<file path="src/rtl/gpio_evt_pkg.sv">
package gpio_evt_pkg;

    localparam int DIV_SEL_W = 2;
    localparam int DIV_CNT_W = 3;

    typedef enum logic [DIV_SEL_W-1:0] {
        DIV_BY_1 = 2'b00,
        DIV_BY_2 = 2'b01,
        DIV_BY_4 = 2'b10,
        DIV_BY_8 = 2'b11
    } div_sel_e;

    typedef struct packed {
        logic lvl_lo;
        logic lvl_hi;
        logic edge_up;
        logic edge_dn;
    } det_cfg_t;

    function automatic logic [DIV_CNT_W-1:0] div_mask(div_sel_e sel);
        logic [DIV_CNT_W-1:0] m;
        case (sel)
            DIV_BY_1: m = 3'd0;
            DIV_BY_2: m = 3'd1;
            DIV_BY_4: m = 3'd3;
            default:  m = 3'd7;
        endcase
        return m;
    endfunction

    function automatic logic pin_hit(det_cfg_t c, logic cur, logic prv, logic primed);
        logic lvl;
        logic edg;
        lvl = (c.lvl_lo & ~cur) | (c.lvl_hi & cur);
        edg = (c.edge_up & cur & ~prv) | (c.edge_dn & ~cur & prv);
        return lvl | (primed & edg);
    endfunction

endpackage

</file>
<file path="src/rtl/gpio_evt_divider.sv">
module gpio_evt_divider
    import gpio_evt_pkg::*;
#(
    parameter int CNT_W = DIV_CNT_W
) (
    input  logic                 clk,
    input  logic                 rst,
    input  logic [DIV_SEL_W-1:0] div_sel,
    output logic                 tick
);

    logic [CNT_W-1:0] cnt_q;
    logic [CNT_W-1:0] mask;

    assign mask = CNT_W'(div_mask(div_sel_e'(div_sel)));
    assign tick = (cnt_q & mask) == '0;

    always_ff @(posedge clk) begin
        if (rst) begin
            cnt_q <= '0;
        end else begin
            cnt_q <= cnt_q + 1'b1;
        end
    end

    AST_NO_BACK_TO_BACK: assert property (@(posedge clk) disable iff (rst)
        (tick && div_sel != 2'b00) |=> (!tick || div_sel == 2'b00));

endmodule

</file>
<file path="src/rtl/gpio_evt_group.sv">
module gpio_evt_group
    import gpio_evt_pkg::*;
#(
    parameter int GW = 8
) (
    input  logic                  clk,
    input  logic                  rst,
    input  logic                  tick,
    input  logic     [GW-1:0]     pins,
    input  det_cfg_t [GW-1:0]     cfg,
    output logic                  active,
    output logic     [GW-1:0]     hits
);

    logic          en;
    logic [GW-1:0] prev_q;
    logic          primed_q;

    always_comb begin
        active = 1'b0;
        for (int i = 0; i < GW; i++) begin
            active = active | (|cfg[i]);
        end
    end

    assign en = tick & active;

    always_ff @(posedge clk) begin
        if (rst) begin
            prev_q   <= '0;
            primed_q <= 1'b0;
        end else if (!active) begin
            primed_q <= 1'b0;
        end else if (en) begin
            primed_q <= 1'b1;
            prev_q   <= pins;
        end
    end

    for (genvar i = 0; i < GW; i++) begin : g_pin
        assign hits[i] = en & pin_hit(cfg[i], pins[i], prev_q[i], primed_q);
    end

    AST_REARM_AFTER_GATE: assert property (@(posedge clk) disable iff (rst)
        !active |=> !primed_q);

endmodule

</file>
<file path="src/rtl/gpio_evt_status.sv">
module gpio_evt_status #(
    parameter int W = 32
) (
    input  logic         clk,
    input  logic         rst,
    input  logic [W-1:0] hits,
    input  logic [W-1:0] clr,
    input  logic [W-1:0] irq_en,
    output logic [W-1:0] status,
    output logic         irq
);

    logic [W-1:0] status_q;

    always_ff @(posedge clk) begin
        if (rst) begin
            status_q <= '0;
        end else begin
            status_q <= (status_q & ~clr) | hits;
        end
    end

    assign status = status_q;
    assign irq    = |(status_q & irq_en);

    AST_STICKY_HOLD: assert property (@(posedge clk) disable iff (rst)
        1'b1 |=> ((status_q & $past(status_q & ~clr)) == $past(status_q & ~clr)));

    AST_EVENT_BEATS_CLEAR: assert property (@(posedge clk) disable iff (rst)
        1'b1 |=> ((status_q & $past(hits)) == $past(hits)));

endmodule

</file>
<file path="src/rtl/gpio_evt_gate.sv">
module gpio_evt_gate
    import gpio_evt_pkg::*;
#(
    parameter int NUM_PINS = 32,
    parameter int GROUP_W  = 8
) (
    input  logic                 clk,
    input  logic                 rst,
    input  logic [NUM_PINS-1:0]  pin_in,
    input  logic [NUM_PINS-1:0]  cfg_low,
    input  logic [NUM_PINS-1:0]  cfg_high,
    input  logic [NUM_PINS-1:0]  cfg_rise,
    input  logic [NUM_PINS-1:0]  cfg_fall,
    input  logic [DIV_SEL_W-1:0] div_sel,
    input  logic [NUM_PINS-1:0]  irq_en,
    input  logic [NUM_PINS-1:0]  clr_w1c,
    output logic [NUM_PINS-1:0]  status,
    output logic                 irq
);

    localparam int NUM_GROUPS = NUM_PINS / GROUP_W;

    logic                          tick;
    det_cfg_t [NUM_PINS-1:0]       pin_cfg;
    logic     [NUM_PINS-1:0]       hits;
    logic     [NUM_GROUPS-1:0]     grp_act;

    for (genvar p = 0; p < NUM_PINS; p++) begin : g_cfg
        assign pin_cfg[p] = '{lvl_lo:  cfg_low[p],
                              lvl_hi:  cfg_high[p],
                              edge_up: cfg_rise[p],
                              edge_dn: cfg_fall[p]};
    end

    gpio_evt_divider #(.CNT_W(DIV_CNT_W)) u_div (
        .clk     (clk),
        .rst     (rst),
        .div_sel (div_sel),
        .tick    (tick)
    );

    for (genvar g = 0; g < NUM_GROUPS; g++) begin : g_bank
        gpio_evt_group #(.GW(GROUP_W)) u_grp (
            .clk    (clk),
            .rst    (rst),
            .tick   (tick),
            .pins   (pin_in[g*GROUP_W +: GROUP_W]),
            .cfg    (pin_cfg[g*GROUP_W +: GROUP_W]),
            .active (grp_act[g]),
            .hits   (hits[g*GROUP_W +: GROUP_W])
        );

        AST_IDLE_BANK_QUIET: assert property (@(posedge clk) disable iff (rst)
            !grp_act[g] |=> ((status[g*GROUP_W +: GROUP_W]
                              & ~$past(status[g*GROUP_W +: GROUP_W])) == '0));
    end

    gpio_evt_status #(.W(NUM_PINS)) u_stat (
        .clk    (clk),
        .rst    (rst),
        .hits   (hits),
        .clr    (clr_w1c),
        .irq_en (irq_en),
        .status (status),
        .irq    (irq)
    );

    AST_RISE_ONLY_ON_TICK: assert property (@(posedge clk) disable iff (rst)
        !tick |=> ((status & ~$past(status)) == '0));

    AST_IRQ_NEEDS_STATUS: assert property (@(posedge clk) disable iff (rst)
        irq |-> (status != '0));

endmodule

</file>
<file path="config.mk">
export PLATFORM = sky130hd
export DESIGN_NAME = gpio_evt_gate
export DESIGN_NICKNAME = d
export VERILOG_FILES = /design/src/rtl/gpio_evt_pkg.sv /design/src/rtl/gpio_evt_divider.sv /design/src/rtl/gpio_evt_group.sv /design/src/rtl/gpio_evt_status.sv /design/src/rtl/gpio_evt_gate.sv
export SDC_FILE = /design/constraint.sdc
export NUM_CORES = 1
export LEC_CHECK = 0
export CELL_PAD_IN_SITES_DETAIL_PLACEMENT = 1
export CELL_PAD_IN_SITES_GLOBAL_PLACEMENT = 2
export CORE_UTILIZATION = 21
export CTS_BUF_LIST = sky130_fd_sc_hd__clkbuf_4
export DETAILED_ROUTE_END_ITERATION = 12
export PLACE_DENSITY_LB_ADDON = 0.1
export SYNTH_ARGS = -nofsm -noshare
export SYNTH_HDL_FRONTEND = slang
export SYNTH_SLANG_ARGS = --single-unit
</file>
<file path="constraint.sdc">
create_clock -name clk -period 3.6 [get_ports clk]
set_input_delay 0.72 -clock clk [delete_from_list [all_inputs] [get_ports clk]]
set_output_delay 0.72 -clock clk [all_outputs]
set_load 0.02 [all_outputs]
</file>
==> results of run 1 <==
==> path summary, 6_finish.rpt <==
path | from | endpoint | slack [ns] | cells past startpoint
setup / recovery | irq_en[5] | irq | 0.1 | 7
hold / removal | g_bank[0].u_grp.prev_q[0]$_SDFFE_PP0P_ | g_bank[0].u_grp.prev_q[0]$_SDFFE_PP0P_ | 0.49 | 2
setup reg to reg | g_bank[0].u_grp.primed_q$_SDFFE_PP0P_ | u_stat.status[4]$_SDFF_PP0_ | 2.08 | 3
hold reg to reg | g_bank[0].u_grp.prev_q[0]$_SDFFE_PP0P_ | g_bank[0].u_grp.prev_q[0]$_SDFFE_PP0P_ | 0.49 | 2
==> per-stage QoR <==
stage / hold slack, ns / instances / utilization [%] / setup slack [ns] / instance area [um2]
final: 0.485 / 956 / 38.0 / 0.0970 / 6940
after global routing: 0.509 / 956 / 38.0 / 0.0150 / 6940
after CTS: 0.489 / 954 / 37.9 / 0.0847 / 6930
after detailed placement: 0.469 / 939 / 37.4 / 0.0969 / 6830
after global placement: 0.458 / 939 / 37.4 / 0.109 / 6830
after floorplan: 0.448 / 463 / - / 1.27 / 3980
==> Yosys cell counts, types with 7 or more instances <==
cell type                   instances
sky130_fd_sc_hd__a21oi_1           35
sky130_fd_sc_hd__a22o_1            31
sky130_fd_sc_hd__a22oi_1           16
sky130_fd_sc_hd__a311oi_1          32
sky130_fd_sc_hd__a31oi_1           32
sky130_fd_sc_hd__clkbuf_1          15
sky130_fd_sc_hd__dfxtp_1           71
sky130_fd_sc_hd__inv_1             34
sky130_fd_sc_hd__mux2i_1           25
sky130_fd_sc_hd__nand2_1           50
sky130_fd_sc_hd__nor2_1            33
sky130_fd_sc_hd__nor4_1            24
sky130_fd_sc_hd__nor4_2             8
sky130_fd_sc_hd__o2111ai_1          7
sky130_fd_sc_hd__o31ai_1            7
==> sequential cells by signal (all words and copies together) (netlist names) <==
name and count:
g_bank.u_grp.prev_q 32, g_bank.u_grp.primed_q 4, u_div.cnt_q 3, u_stat.status 32
==> final cells by class <==
cell class / count / area (um2) / share of cell area, %
diodes: 2 / 5.00 / 0.0722
clock buffers: 12 / 90.1 / 1.30
clock inverters: 3 / 11.3 / 0.162
inverters: 35 / 131 / 1.89
multi-input cells: 337 / 2340 / 33.7
flip-flops and latches: 71 / 1420 / 20.5
well taps: 229 / 287 / 4.13
repair buffers: 267 / 2650 / 38.2
==> cell families after synthesis <==
logic type / count (synthesis) / synth area share [%]
xor+xnor: 1 / 0.220
compound gates: 179 / 34.6
flops: 71 / 35.8
mux: 25 / 6.30
fa+ha+maj: 1 / 0.315
buf+inv: 55 / 5.35
simple gates: 131 / 17.4
==> critical path, cell delays in order <==
cell and delay (ns):
sky130_fd_sc_hd__clkdlybuf4s50_1 0.40, sky130_fd_sc_hd__a22oi_1 0.22, sky130_fd_sc_hd__buf_4 0.16, sky130_fd_sc_hd__nand4_1 0.09
sky130_fd_sc_hd__buf_4 0.16, sky130_fd_sc_hd__or4_1 0.47, sky130_fd_sc_hd__clkdlybuf4s50_1 0.56
==> where the power goes <==
group	leakage [nW]	total [W]	switching, W	internal, W
Combinational	1.85	0.000745	0.000320	0.000425
Sequential	0.591	0.000965	0.0000974	0.000867
Clock	0.0599	0.000445	0.000289	0.000156
Total	2.50	0.00215	0.000706	0.00145
==> per-layer routing <==
metal | wire (um) | vias up | track usage (%)
li1 | - | 2335 | -
met1 | 8060 | 2271 | 23.5
met2 | 9140 | 164 | 33.5
met3 | 1280 | 14 | 5.57
met4 | 347 | 0 | 6.19
met5 | 0 | - | 0
==> impl.org, run 1 <==
** Status
- The run finished with clean final reports.

** Floorplanning
- In this run the vertical extent of the chip is 140 um.
- For this configuration, the core starts out at a cell density of 21.8%.
- Number of rows in the core area :: between 40 and 50
- Overall die area :: 19500 um2
- Pin placement for this block handled approximately 260 I/O pins.
- The floorplan step set the die width to 140 um.
- The core region is between 15000 and 20000 um2.

** Clock network
- The clock net in this run drives a total of 71 sinks.
- Clock tree from TritonCTS :: yes
- In this run, post-CTS repair resized a total of 0 instances.
- CTS HTree Levels :: 3
- Clock tree root buffer cell :: sky130_fd_sc_hd__clkbuf_4
- Inserted Clock Buffers :: 9
- Buffer depth of the longest clock path :: 2
- After clock tree synthesis, the setup repair step added 0 buffers.
- At the later pin of the worst-skew pair, clock insertion delay measures approximately 0.44 ns.
- After clock tree synthesis, the clock-pin slew on the worst setup and hold paths is around 0.11 ns.
- Buffers inserted to repair hold after CTS numbered 0.

** Worst hold path
- The worst hold path belongs to the class register to register.

** Routing
- For this block, the initial DRC count from the detailed router was 157.
- Summed over all layers, the routed wires come to ~19000 um.
- Number of DRC violations after detailed routing :: 0
- In this run the remaining antenna-violating nets after routing total 0.
- After detailed routing, the number of vias per cell comes to roughly 5.0.
- The first TritonRoute pass finished after 4 iterations.
- The final route contains between 4000 and 5000 vias.
- Dividing the detail-routed wire length by the instance count gives roughly 20 um.

** Power
- Power comes to ~0.0022 W.
- Dividing total power by cell area gives a power density of approximately 310 nW/um2.
- VDD IR-drop max :: approximately 0.11 mV
- Leak :: between 2 and 3 nW

** Worst setup path
- Arrival time at the worst endpoint :: 2.78 ns
- Highest net fanout along the worst path :: 1
- STA classifies the critical path endpoint as a primary output.
- STA classifies the critical path startpoint as an input port.
- Required time worst endpoint :: 2.88 ns
- The worst setup path is of the input port to primary output kind.

** Logic synthesis
- Cells after synthesis :: 463
- The share of the Yosys chip area taken by registers is a little over a third.
- Nets in the synthesized netlist :: approximately 700
- Post-synthesis instance area :: ~4000 um2
- Area share of the largest cell type after synthesis :: 35.8%
- The Yosys step of the flow raised 0 warnings.
- Mean Syn Cell Area :: between 8 and 9 um2
- Yosys cell types :: 33
- Number of register bits inferred by synthesis :: 71
- Cells taking the most area after synthesis :: sky130_fd_sc_hd__dfxtp_1 36%, sky130_fd_sc_hd__a311oi_1 7.1%, sky130_fd_sc_hd__a22o_1 6.8%, sky130_fd_sc_hd__mux2i_1 6.3%, sky130_fd_sc_hd__a31oi_1 5.0%
- Number of enable flip-flop cells after synthesis :: 0
- Leading area contributor after synthesis :: sky130_fd_sc_hd__dfxtp_1
- Among all flip-flop cells after synthesis, the most frequent one is sky130_fd_sc_hd__dfxtp_1.
- For this run, asynchronously set or reset flops after synthesis account for 0%.

** Layout
- In the final layout, the share of cells above drive strength 1 is between 6 and 7%.
- Most common cell after layout, fill and taps aside :: sky130_fd_sc_hd__clkdlybuf4s50_1
- In the layout the commonest cells are 259 x sky130_fd_sc_hd__clkdlybuf4s50_1, 71 x sky130_fd_sc_hd__dfxtp_1, 50 x sky130_fd_sc_hd__nand2_1.
- Synthesis-to-finish area growth :: 74.5%
- The final layout contains 950 nets.
- After filler insertion, the fill cell instance count of the layout stands at between 2000 and 2500.

** Placement
- Final weighted congestion in routability-driven placement :: a little under 0.8
- DP HPWL :: between 15000 and 20000 um
- Quantity of I/O buffers inserted on ports :: 260

** Timing
- The final count of pins violating max slew was 0.
- Slew headroom :: a little under three fifths
- Final TNS setup :: 0 ns
- The final critical path takes up slightly below 100% of the cycle.
- Unrepaired setup endpoints after global routing :: false
- Clock skew on the completed layout was measured at roughly 0.01 ns.
- Based on the critical path, the design can be clocked at up to 285 MHz.
- Final min period :: between 3 and 4 ns
- Worst Max-Slew Pin Slew :: between 0.6 and 0.7 ns
- Final hold violation count :: 0
- Setup violations remaining at the end of the flow were counted as 0.

** GRT
- Initial antenna violation count :: 2
- For this run, the total global-route usage over all layers was measured as 19.5%.
- Global-route wire length before repair :: just under 30000 um
- The number of global-route vias before repair is around 5200.
- Entering global routing, the biggest net connects 43 pins.
- After global routing the overflow that remains totals 0.

** Flow run
- The tool flagged a number of max-cap violations equal to 0.
(Power assumes the default switching activity.)
==> run 2: changes to the inputs <==
--- a/config.mk
+++ b/config.mk
@@ -7,8 +7,8 @@
 export LEC_CHECK = 0
 export CELL_PAD_IN_SITES_DETAIL_PLACEMENT = 1
 export CELL_PAD_IN_SITES_GLOBAL_PLACEMENT = 2
-export CORE_UTILIZATION = 21
-export CTS_BUF_LIST = sky130_fd_sc_hd__clkbuf_4
+export CORE_ASPECT_RATIO = 1.2
+export CORE_UTILIZATION = 20
 export DETAILED_ROUTE_END_ITERATION = 12
 export PLACE_DENSITY_LB_ADDON = 0.1
 export SYNTH_ARGS = -nofsm -noshare
==> run 2 against run 1 <==
Effect of this change: global-route usage decreased by 0.23 points; setup slack improved by 0.072 ns; cell count increased by 3.0%; total power increased by 21%; non-clock buffer count decreased by 3; via count increased by 1.4%; die area increased by 4.9%; combinational power decreased by 1%; largest cell class unchanged.
==> impl.org, run 2 (synthesized netlist as in run 1, its figures left out) <==
** Worst setup path
- Crit Path Category :: input port to primary output (unchanged)
- Nature of the critical path startpoint :: input port (unchanged)
- Reg2Reg Depth :: 4 (was 3)
- The launching instance or port of the critical path was irq_en[5] (unchanged).
- The endpoint of the worst-slack reg-to-reg timing path is u_stat.status[22]$_SDFF_PP0_ (was u_stat.status[4]$_SDFF_PP0_).
- The arrival time of the worst setup path is 2.71 ns (was 2.78 ns).
- The kind of end point of the critical path was a primary output (unchanged).
- Highest net fanout along the worst path :: 1 (unchanged)
- End point of the critical path :: irq (unchanged)
- The critical path data required time came to 2.88 ns (about the same).
- Worst reg2reg startpoint :: u_div.cnt_q[2]$_SDFF_PP0_ (was g_bank[0].u_grp.primed_q$_SDFFE_PP0P_)
- Setup slack of the most critical reg-to-reg path :: 2.11 ns (was 2.08 ns)

** Layout
- The number of fill cells came to 2286 (was 2158).
- Net count of the finished layout :: 947 (was 950)
- The footprint of the multi-input gates came to 2340 um2 (unchanged).
- The growth of design area from synthesis to finish came to 79.8% (was 74.5%).
- The share of post-route cells with drive strength above 1 was 6.50% (was 6.48%).
- The register area came to 1420 um2 (unchanged).
- Most frequent cells in the layout :: 259 x sky130_fd_sc_hd__clkdlybuf4s50_1, 71 x sky130_fd_sc_hd__dfxtp_1, 50 x sky130_fd_sc_hd__nand2_1 (unchanged)
- The most common cell after layout, fill and taps aside is sky130_fd_sc_hd__clkdlybuf4s50_1 (unchanged).

** Floorplanning
- Core area :: 19500 um2 (was 18300 um2)
- The vertical extent of the die is 156 um (was 140 um).
- The top-level port count came to 261 (unchanged).
- The die extent in x was 131 um (was 140 um).
- The cell row count came to 56 (was 49).
- The die outline area was 20400 um2 (was 19500 um2).
- Initial standard-cell utilization of the core :: 20.4% (was 21.8%)

** Timing
- The tightest hold margin was 0.475 ns (was 0.485 ns).
- Worst Max-Slew Pin Slew :: 0.634 ns (was 0.658 ns)
- The final number of setup-violating endpoints was 0 (unchanged).
- The final number of hold-violating endpoints came to 0 (unchanged).
- The total negative setup slack was 0 ns (unchanged).
- The final worst-path cycle share was 95.3% (was 97.3%).
- The setup clock skew after layout was 0.00674 ns (was 0.0102 ns).
- Unrepaired setup endpoints after global routing: false (unchanged).
- Slew headroom :: 57.7% (was 56.1%)
- The worst-case setup margin in the final layout was 0.169 ns (was 0.0970 ns).
- The achievable frequency was 291 MHz (was 285 MHz).
- The final count of pins violating max slew is 0 (unchanged).
- The final period demand of the worst path is 3.43 ns (was 3.50 ns).

** Worst hold path
- Min-delay src :: g_bank[1].u_grp.prev_q[6]$_SDFFE_PP0P_ (was g_bank[0].u_grp.prev_q[0]$_SDFFE_PP0P_)
- The class of the tightest hold or removal check is register to register (unchanged).

** Power
- The leakage component of the power came to 2.57 nW (was 2.50 nW).
- Total power after layout :: 0.00260 W (was 0.00215 W)
- VDD IR-drop max :: 0.211 mV (was 0.111 mV)
- The total power divided by cell area was 364 nW/um2 (was 311 nW/um2).

** Clock network
- The insertion delay of the later-clocked pin in the worst-skew pair is 0.34 ns (was 0.44 ns).
- Post-CTS Setup Inserts :: 0 (unchanged)
- The clock transition time at the flip-flop clock pins of the worst setup and hold paths came to 0.06 ns (was 0.11 ns).
- The number of gates given a new drive strength after cts came to 0 (unchanged).
- Clock Sink Count :: 71 (unchanged)
- The count of H-tree levels built during CTS was 3 (unchanged).
- The number of hold-repair buffers added at the cts stage is 0 (unchanged).
- The CTS tree was yes (unchanged).
- Buffer depth of the longest clock path :: 2 (unchanged)
- The master cell of the clock root buffer is sky130_fd_sc_hd__clkbuf_16 (was sky130_fd_sc_hd__clkbuf_4).
- The number of buffers created by CTS was 9 (unchanged).

** Flow run
- Number of violations of the max-capacitance limit :: 0 (unchanged)

** Status
- Run status :: completed (unchanged)

** Routing
- The routed via count is 4852 (was 4784).
- The initial DRC count came to 145 (was 157).
- The wire length reported by the detailed router is 19800 um (was 18800 um).
- The number of antenna-violating nets in the routed design is 0 (unchanged).
- The detailed-route vias per instance was 4.93 (was 5.00).
- Final routed wire length divided by cell count :: 20.1 um (was 19.7 um)
- The DRC violation count after routing came to 0 (unchanged).
- First-pass detailed-route iteration total :: 4 (unchanged)

** Placement
- The worst setup slack before clock tree synthesis came to 0.133 ns (was 0.0969 ns).
- Final weighted congestion in routability-driven placement :: 0.819 (was 0.788)
- DP HPWL :: 16200 um (was 15500 um)
- The total of buffers placed on input and output ports is 260 (unchanged).

** GRT
- The combined global-route utilization of all metal layers was 19.3% (was 19.5%).
- GRT overflow :: 0 (unchanged)
- The largest net degree at the start of global routing was 43 (unchanged).
- Number of global-route vias before repair :: 5180 (was 5202)
- The number of antenna violations at the first check in global routing is 1 (was 2).
- Global-route wire length before repair :: 29000 um (was 29100 um)
-- run 2: cell count changes in the layout (fill, tap and decap cells not counted) --
cell	previous run	this run
sky130_fd_sc_hd__clkinv_1	3	0
sky130_fd_sc_hd__clkbuf_4	12	0
sky130_fd_sc_hd__diode_2	2	1
sky130_fd_sc_hd__clkbuf_16	0	9
sky130_fd_sc_hd__clkinvlp_4	0	1
sky130_fd_sc_hd__clkbuf_8	0	4
sky130_fd_sc_hd__clkbuf_1	0	1
sky130_fd_sc_hd__clkinv_2	0	1
sky130_fd_sc_hd__buf_4	7	4
-- run 2: worst min-delay path by stage --
stage	end	slack, ns	depth (start not counted)
detailed placement	g_bank[0].u_grp.prev_q[7]$_SDFFE_PP0P_	0.47	2
global route	g_bank[1].u_grp.prev_q[6]$_SDFFE_PP0P_	0.51	2
global placement	g_bank[0].u_grp.prev_q[1]$_SDFFE_PP0P_	0.46	2
finish	g_bank[1].u_grp.prev_q[6]$_SDFFE_PP0P_	0.47	2
floorplan	g_bank[0].u_grp.prev_q[0]$_SDFFE_PP0P_	0.45	2
CTS	g_bank[0].u_grp.prev_q[7]$_SDFFE_PP0P_	0.48	2
-- run 2: stage by stage --
step	utilization (%)	area (um2)	std cells
finish	36.7	7150	985
global route	36.7	7150	985
CTS	36.7	7140	984
detailed placement	35.2	6850	968
global placement	35.2	6850	968
floorplan	-	3980	463
-- run 2: layout make-up --
cell class | instances | area share, %
Sequential cell | 71 | 19.9
Timing Repair Buffer | 264 | 36.8
Tap cell | 261 | 4.57
Antenna cell | 1 | 0.0350
Inverter | 35 | 1.84
Clock buffer | 14 | 3.97
Multi-Input combinational cell | 337 | 32.8
Clock inverter | 2 | 0.175
-- run 2: where the power goes --
group          switching (W)  internal [W]  leakage [nW]
clock               0.000352      0.000541         0.145
combinational       0.000318      0.000419          1.84
sequential         0.0000996      0.000869         0.591
-- run 2: worst max-delay path: stages --
cell and delay [ns]:
sky130_fd_sc_hd__clkdlybuf4s50_1 0.40, sky130_fd_sc_hd__a22oi_1 0.19, sky130_fd_sc_hd__buf_4 0.16, sky130_fd_sc_hd__nand4_1 0.15, sky130_fd_sc_hd__or4_1 0.50, sky130_fd_sc_hd__clkdlybuf4s50_1 0.59
-- run 2: per-layer routing --
| layer | part of all wire (%) | vias to the layer above | global-route usage (%) |
|---|---|---|---|
| met5 | 0 | - | 0 |
| met1 | 42 | 2337 | 22.8 |
| met4 | 2.3 | 0 | 8.43 |
| met3 | 6.3 | 22 | 4.14 |
| li1 | - | 2336 | - |
| met2 | 49 | 157 | 33.2 |
